$ cat src/rtl/ckeCtlPkg.sv
package ckeCtlPkg;

  typedef enum logic [1:0] {
    MODE_RUN  = 2'd0,
    MODE_SUSP = 2'd1,
    MODE_PDN  = 2'd2,
    MODE_SREF = 2'd3
  } mode_e;

  typedef struct packed {
    logic runSel;
    logic suspSel;
    logic pdnSel;
    logic srefSel;
    logic armInc;
    logic armClr;
  } ckeStrobes_t;

endpackage

$ cat src/rtl/ckeCtlFsm.sv
module ckeCtlFsm
  import ckeCtlPkg::*;
#(
  parameter int NUM_BANKS = 2
) (
  input  logic                 clk,
  input  logic                 rstN,
  input  logic                 cke,
  input  logic                 selfRefReq,
  input  logic [NUM_BANKS-1:0] bankIdle,
  input  logic                 exitDone,
  output ckeStrobes_t          strobes
);

  mode_e state, nextState;
  logic allIdle;

  assign allIdle = &bankIdle;

  always_ff @(posedge clk or negedge rstN) begin
    if (!rstN) state <= MODE_RUN;
    else       state <= nextState;
  end

  always_comb begin
    nextState      = state;
    strobes.armInc = 1'b0;
    strobes.armClr = 1'b0;
    case (state)
      MODE_RUN: begin
        if (!cke) begin
          if (allIdle) nextState = selfRefReq ? MODE_SREF : MODE_PDN;
          else         nextState = MODE_SUSP;
        end
      end
      MODE_SUSP: begin
        if (cke) nextState = MODE_RUN;
      end
      MODE_PDN, MODE_SREF: begin
        if (!cke) begin
          strobes.armClr = 1'b1;
        end else if (exitDone) begin
          nextState      = MODE_RUN;
          strobes.armClr = 1'b1;
        end else begin
          strobes.armInc = 1'b1;
        end
      end
      default: nextState = MODE_RUN;
    endcase
  end

  assign strobes.runSel  = (state == MODE_RUN);
  assign strobes.suspSel = (state == MODE_SUSP);
  assign strobes.pdnSel  = (state == MODE_PDN);
  assign strobes.srefSel = (state == MODE_SREF);

endmodule

$ cat src/rtl/ckeCtlPath.sv
module ckeCtlPath
  import ckeCtlPkg::*;
#(
  parameter int EXIT_CYCLES = 1
) (
  input  logic        clk,
  input  logic        rstN,
  input  logic        cke,
  input  ckeStrobes_t strobes,
  output logic        exitDone,
  output logic        clkEnInt,
  output logic        freeze,
  output logic [3:0]  modeState,
  output logic        bufEn
);

  localparam int CW = (EXIT_CYCLES < 1) ? 1 : $clog2(EXIT_CYCLES + 1);

  logic [CW-1:0] armCnt;
  logic          lowPower;

  always_ff @(posedge clk or negedge rstN) begin
    if (!rstN)               armCnt <= '0;
    else if (strobes.armClr) armCnt <= '0;
    else if (strobes.armInc) armCnt <= armCnt + 1'b1;
  end

  assign exitDone  = (armCnt >= CW'(EXIT_CYCLES));
  assign lowPower  = strobes.pdnSel | strobes.srefSel;
  assign clkEnInt  = strobes.runSel;
  assign freeze    = ~strobes.runSel;
  assign modeState = {strobes.srefSel, strobes.pdnSel, strobes.suspSel, strobes.runSel};
  // Wake-up path: no register between the pin and the buffer flag.
  assign bufEn     = ~lowPower | cke;

endmodule

$ cat src/rtl/ckeSuspendCtl.sv
module ckeSuspendCtl
  import ckeCtlPkg::*;
#(
  parameter int NUM_BANKS   = 2,
  parameter int EXIT_CYCLES = 1
) (
  input  logic                 clk,
  input  logic                 rstN,
  input  logic                 cke,
  input  logic                 selfRefReq,
  input  logic [NUM_BANKS-1:0] bankIdle,
  output logic                 clkEnInt,
  output logic                 freeze,
  output logic [3:0]           modeState,
  output logic                 bufEn
);

  ckeStrobes_t strobes;
  logic        exitDone;

  ckeCtlFsm #(.NUM_BANKS(NUM_BANKS)) u_fsm (
    .clk(clk), .rstN(rstN), .cke(cke), .selfRefReq(selfRefReq),
    .bankIdle(bankIdle), .exitDone(exitDone), .strobes(strobes)
  );

  ckeCtlPath #(.EXIT_CYCLES(EXIT_CYCLES)) u_path (
    .clk(clk), .rstN(rstN), .cke(cke), .strobes(strobes),
    .exitDone(exitDone), .clkEnInt(clkEnInt), .freeze(freeze),
    .modeState(modeState), .bufEn(bufEn)
  );

endmodule

$ cat config.mk
export PLATFORM = sky130hd
export DESIGN_NAME = ckeSuspendCtl
export DESIGN_NICKNAME = d
export VERILOG_FILES = /design/src/rtl/ckeCtlPkg.sv /design/src/rtl/ckeCtlFsm.sv /design/src/rtl/ckeCtlPath.sv /design/src/rtl/ckeSuspendCtl.sv
export SDC_FILE = /design/constraint.sdc
export NUM_CORES = 1
export LEC_CHECK = 0
export BUFFER_PORTS_ARGS = -buffer_cell sky130_fd_sc_hd__buf_2
export CAP_MARGIN = 0
export CORE_AREA = 3 3 40 42
export CTS_BUF_LIST = sky130_fd_sc_hd__clkbuf_4 sky130_fd_sc_hd__clkbuf_8
export CTS_CLUSTER_DIAMETER = 120
export DETAILED_ROUTE_END_ITERATION = 7
export DIE_AREA = 0 0 43 45
export RECOVER_POWER = 50
export SLEW_MARGIN = 20
export SYNTH_ARGS = -nofsm -noshare
export SYNTH_HDL_FRONTEND = slang
export SYNTH_HIERARCHICAL = 1
export SYNTH_SLANG_ARGS = --single-unit
$ cat constraint.sdc
create_clock -name clk -period 2.6 [get_ports clk]
set_input_delay 0.52 -clock clk [delete_from_list [all_inputs] [get_ports clk]]
set_output_delay 0.52 -clock clk [all_outputs]
set_load 0.02 [all_outputs]
==> results of run 1 <==
## routing by layer
metal | vias up | part of all wire, % | track usage, % | wire length, µm
met4 | 0 | 3.1 | 9.04 | 14
met2 | 11 | 44 | 7.49 | 197
met3 | 2 | 11 | 1.59 | 49
li1 | 106 | - | - | -
met5 | - | 0 | 0 | 0
met1 | 88 | 42 | 6.04 | 189
## worst register-to-register path, cell delays in order (launching register included)
cell	delay [ps]
dfrtp_1	400
inv_1	70
and3_2	200
xnor2_1	120
nor2_1	50
## registers in the layout (all words and copies together), names as in the netlist
register / flops
u_fsm/state: 2
u_path/armCnt: 1
## report_power, final
group          internal [mW]  switching [mW]
registers             0.0684          0.0301
clock network         0.0679          0.0248
logic                 0.0847           0.128
## synth_stat cells
cell type  instances
buf_4              5
inv_2              1
o21bai_1           1
a22o_2             1
xnor2_1            1
nand3b_1           1
o21ai_1            1
dfrtp_1            3
nor2_1             5
and3_2             1
a31oi_1            1
a21oi_1            2
and2b_2            1
inv_1              2
and2_2             1
## metrics by stage
stage | cell area (µm²) | power (mW)
after global routing | 292 | 0.441
after floorplan | 221 | 0.299
final | 292 | 0.404
after CTS | 293 | 0.415
after detailed placement | 263 | 0.318
after global placement | 263 | 0.313
## cell type report
class | count | area [µm²]
Fill cell | 151 | 993
Tap cell | 15 | 18.8
Sequential cell | 3 | 75.1
Inverter | 3 | 11.3
Timing Repair Buffer | 12 | 58.8
Clock buffer | 4 | 30.0
Multi-Input combinational cell | 16 | 97.6
## cells by family (layout without fill, tap and decap cells)
kind of cell,after synthesis,in the layout,synth area share (%)
flip-flops,3,3,33.9
AO/OA/AOI/OAI,6,6,17.5
buffers and inverters,8,19,22.0
XOR/XNOR,1,1,3.96
AND/OR/NAND/NOR,9,9,22.6
## path summary, 6_finish.rpt
path / start / end
min in group clk: u_path/armCnt / u_fsm/state[1]
worst min register to register: u_path/armCnt / u_fsm/state[1]
max in group asynchronous: rstN / u_fsm/state[0]
worst max register to register: u_path/armCnt / u_path/armCnt
worst min-delay path: rstN / u_path/armCnt
worst max-delay path: u_fsm/state[0] / bufEn
## cells in the final DEF, fill, tap and decap left out, drive strengths merged
cell and n:
clkbuf 5, a22o 1, and2 1, a21oi 2
and2b 1, nor2 5, inv 3, o21bai 1
o21ai 1, xnor2 1, buf 11, nand3b 1
dfrtp 3, a31oi 1, and3 1
==> flow_summary_export.csv, run 1 <==
group,metric,value,unit
outcome,status,"complete, no violations",
global_route,overflow,0,
floorplanning,die_w,43,µm
synth,yosysTopAreaCell,"dfrtp_1",
global_route,grt_pass1_wl,738,µm
critical_path,reg2reg_slack,1650,ps
clocking,clkTransAtPathRegs,40,ps
sta,finClkSkew,0.949,ps
critical_path,path_cells,"and2_2 -> o21bai_1 -> buf_2",
sta,fin_hold_ws,80.0,ps
sta,drv_slew,0,
critical_path,worst-path-stages,3,
synth,synth_area_leaders,"dfrtp_1 (34%), buf_4 (17%), nor2_1 (8.5%), a21oi_1 (4.5%), a22o_2 (4.5%)",
critical_path,slowest_stage,"dfrtp_1",
pwr,vdd_ir_drop_max,0.000251,V
route,ant_nets,0,
cells_and_area,drive_gt1_share,50.0,%
cells_and_area,diodes,0,
critical_path,path_class,"flop to output port",
floorplanning,start_util,17.2,%
critical_path,path_max_fanout,6,
clocking,holdBufCountCts,0,
clocking,root_buffer,"clkbuf_4",
clocking,clkSinkCount,3,
critical_path,slowest_delay,420,ps
synth,ys_ff_latch,3,
synth,synth_seq_area_share,33.9,%
route,drt_iter0_markers,1,
global_route,grt_usage,5.75,%
pwr,leakagePower,0.153,nW
synth,yosysTopAreaCellShare,33.9,%
sta,final_hold_viol_count,0,
route,wl_per_cell,8.51,µm
route,vias_per_cell,3.91,
sta,fin_crit_sh,64.5,%
synth,syn_area,221,µm²
synth,synth.distinct_cells,15,
clocking,postCtsSetupRepairBufs,0,
sta,tns,0,ps
clocking,numCtsBuffers,3,
min_path,hp-class,"input pin to asynchronous set/reset pin",
flow_run,maxCapViolCount,0,
pwr,p_per_area,1390,mW/mm²
floorplanning,coreArea,0.00128,mm²
critical_path,critical_path.top_delay_family,"flip-flops",
clocking,clk_latency,230,ps
sta,max_slew_margin,87.5,%
sta,worst_pin_slew,187,ps
synth,netlist_instances,27,
floorplanning,design.die.area,0.00194,mm²
critical_path,ff2ff_path_depth,4,
place,gp_congestion,0.612,
route,vias,207,
sta,rsz0062_at_grt,"false",
critical_path,arrival,1160,ps
route,drt_first_pass_iters,2,
cells_and_area,area_growth,31.6,%
clocking,cts_buffer_depth,2,
global_route,antenna_found_initial,0,
place,dp_slack,1120,ps
global_route,grt_max_degree,8,
place,dp_hpwl,364,µm
cells_and_area,final_cells,53,
clocking,cts-resized-gates,0,
sta,post-route-min-period,1680,ps
synth,syn_area_per_cell,8.20,µm²
critical_path,required,2080,ps
clocking,htreeDepth,1,
route,wirelength,451,µm
sta,worst_slack,923,ps
place,port_buffers,12,
synth,syn-num-nets,33,
floorplanning,rows,13,
place,place_inst,49,
synth,synth_warnings,6,
route,drc,0,
sta,fmax,596,MHz
global_route,grt_pass1_vias,190,
cells_and_area,final_core_util,22.7,%
critical_path,crit_path_end_kind,"output port",
floorplanning,fp.dieH,45,µm
floorplanning,ios,13,
cells_and_area,nets,45,
clocking,cts_tree,"done",
sta,setup_violations,0,
critical_path,cp_num_buf_inv,1,
critical_path,startpoint_type,"flop",
Power figures use the tool's default switching activity.
==> run 2: changes to the inputs <==
Settings changed: ABC_AREA from default to 1.
Clock period 2.6 ns to 1.7 ns, I/O delays scaled along.
==> run 2 against run 1 <==
Effect of this change:
- combinational power grew 42%
- die area is the same
- non-clock buffer count grew 1
- final area grew 12%
- register-to-register slack lost 1000 ps
- largest power group unchanged
==> flow_summary_export.csv, run 2 <==
group,metric,value,unit
clocking,holdBufCountCts,1,
critical_path,startpoint_type,"flop",
clocking,clk_latency,230,ps
clocking,clkTransAtPathRegs,30,ps
route,drc,0,
critical_path,path_cells,"nor2_1 -> buf_2",
cells_and_area,final_common_cell,"buf_2",
route,wl_per_cell,7.52,µm
route,drt_iter0_markers,4,
place,gp_congestion,0.672,
sta,fin_hold_ws,446,ps
synth,synth_warnings,6,
synth,synthArstFlopShare,100,%
cells_and_area,diodes,0,
cells_and_area,multi_input_area,101,µm²
synth,syn_area_per_cell,6.38,µm²
pwr,vdd_ir_drop_max,0.000464,V
clocking,cts_tree,"done",
cells_and_area,largestRegisters,"u_fsm/state x2, u_path/armCnt x1",
sta,setup_violations,0,
sta,drv_slew,0,
critical_path,slowest_delay,430,ps
floorplanning,coreArea,0.00128,mm²
critical_path,crit_path_end_kind,"output port",
critical_path,arrival,1210,ps
synth,ys_ff_latch,3,
cells_and_area,drive_gt1_share,30.8,%
sta,max_slew_margin,77.9,%
synth,synth_most_common_cell,"nand2_1",
place,place_inst,62,
sta,finClkSkew,0.726,ps
synth,synth_ff_type,"dfrtp_1",
route,drt_first_pass_iters,2,
global_route,grt_pass1_vias,233,
synth,syn-num-nets,46,
global_route,overflow,0,
global_route,grt_usage,5.75,%
clocking,numCtsBuffers,3,
synth,syn_area,255,µm²
place,port_buffers,12,
cells_and_area,final_cells,67,
sta,worst_pin_slew,331,ps
synth,synth_area_leaders,"dfrtp_1 (29%), buf_4 (15%), nand2_1 (15%), inv_1 (13%), nor2_1 (7.4%)",
outcome,status,"complete, no violations",
cells_and_area,regMostFlops,"u_fsm/state",
cells_and_area,area_growth,28.4,%
sta,fmax,647,MHz
route,vias_per_cell,3.78,
sta,final_hold_viol_count,0,
min_path,hp-class,"input pin to asynchronous set/reset pin",
route,vias,253,
sta,rsz0062_at_grt,"false",
sta,post-route-min-period,1550,ps
clocking,root_buffer,"clkbuf_4",
synth,synth_common_cells,"nand2_1 (10), inv_1 (9), buf_4 (5), nor2_1 (5), dfrtp_1 (3)",
global_route,grt_max_degree,8,
synth,yosysTopAreaCell,"dfrtp_1",
pwr,p_per_area,1760,mW/mm²
critical_path,cp_num_buf_inv,1,
route,ant_nets,0,
clocking,htreeDepth,1,
flow_run,maxCapViolCount,0,
critical_path,path_class,"flop to output port",
sta,fin_crit_sh,90.9,%
pwr,leakagePower,0.207,nW
route,wirelength,504,µm
place,dp_hpwl,434,µm
critical_path,critical_path.top_delay_family,"flip-flops",
synth,synth_edf_count,0,
synth,yosysTopAreaCellShare,29.4,%
floorplanning,design.die.area,0.00194,mm²
clocking,clkSinkCount,3,
floorplanning,fp.dieH,45,µm
global_route,antenna_found_initial,0,
floorplanning,die_w,43,µm
critical_path,required,1360,ps
floorplanning,ios,13,
global_route,grt_pass1_wl,793,µm
synth,synth_seq_area_share,29.4,%
critical_path,path_max_fanout,7,
cells_and_area,fillers,159,
critical_path,slowest_stage,"dfrtp_1",
sta,tns,0,ps
cells_and_area,seq_area,75.1,µm²
clocking,cts-resized-gates,0,
clocking,cts_buffer_depth,2,
floorplanning,start_util,19.9,%
floorplanning,rows,13,
cells_and_area,nets,59,
cells_and_area,largest_reg_flops,2,
synth,synth.distinct_cells,12,
synth,netlist_instances,40,
clocking,postCtsSetupRepairBufs,0,
cells_and_area,final_cell_mix,"buf_2 (11), nand2_1 (10), inv_1 (9)",
-- run 2: through the flow --
| step | instance area (µm²) | util, % | setup WS (ps) | power (mW) |
|---|---|---|---|---|
| 3_3_place_gp | 297 | 23.1 | 502 | 0.451 |
| 5_1_grt | 328 | 25.5 | 66.3 | 0.625 |
| 4_1_cts | 337 | 26.2 | 230 | 0.601 |
| 6_report | 328 | 25.5 | 155 | 0.576 |
| 2_1_floorplan | 255 | - | 473 | 0.428 |
| 3_5_place_dp | 297 | 23.1 | 487 | 0.457 |
-- run 2: cell families after synthesis --
family                 share of synthesized area [%]
and+or+nand+nor                                 35.8
AOI/OAI and AO/OA                               6.86
buffers and inverters                           27.9
DFF                                             29.4
-- run 2: power by group --
part | switching (mW) | internal [mW] | total [mW]
sequential | 0.0367 | 0.101 | 0.138
clock | 0.0320 | 0.104 | 0.135
combinational | 0.204 | 0.0993 | 0.303
-- run 2: worst reg2reg max path, cell delays in order, from the launching register on --
cell     delay (ps)
dfrtp_1         430
nor2_1          310
nand2_2          70
nand3_1         110
nand2_1          60
nand2_1          60
-- run 2: metal layers --
| metal | vias up | share of wire [%] | routed length, µm | global-route usage [%] |
|---|---|---|---|---|
| li1 | 137 | - | - | - |
| met1 | 107 | 42 | 214 | 5.31 |
| met2 | 9 | 46 | 231 | 9.28 |
| met3 | 0 | 12 | 58 | 2.79 |
| met4 | 0 | 0 | 0 | 5.42 |
| met5 | - | 0 | 0 | 0 |
-- run 2: layout make-up --
cell class                 instances  area share [%]
inverter                           9            10.3
timing repair buffer              13            21.0
sequential                         3            22.9
tap                               15            5.73
clock buffer                       4            9.16
multi-input combinational         23            30.9
-- run 2: worst paths after layout --
path / end / depth (start not counted) / startpoint / slack (ps)
worst max-delay path: clkEnInt / 2 / u_fsm/state[1] / 150
worst min-delay path: u_fsm/state[1] / 2 / rstN / 450
worst max register to register: u_fsm/state[1] / 5 / u_fsm/state[1] / 600
worst min register to register: u_path/armCnt / 3 / u_path/armCnt / 530
max in group asynchronous: u_path/armCnt / 2 / rstN / 1100
min in group clk: u_fsm/state[0] / 5 / selfRefReq / 450
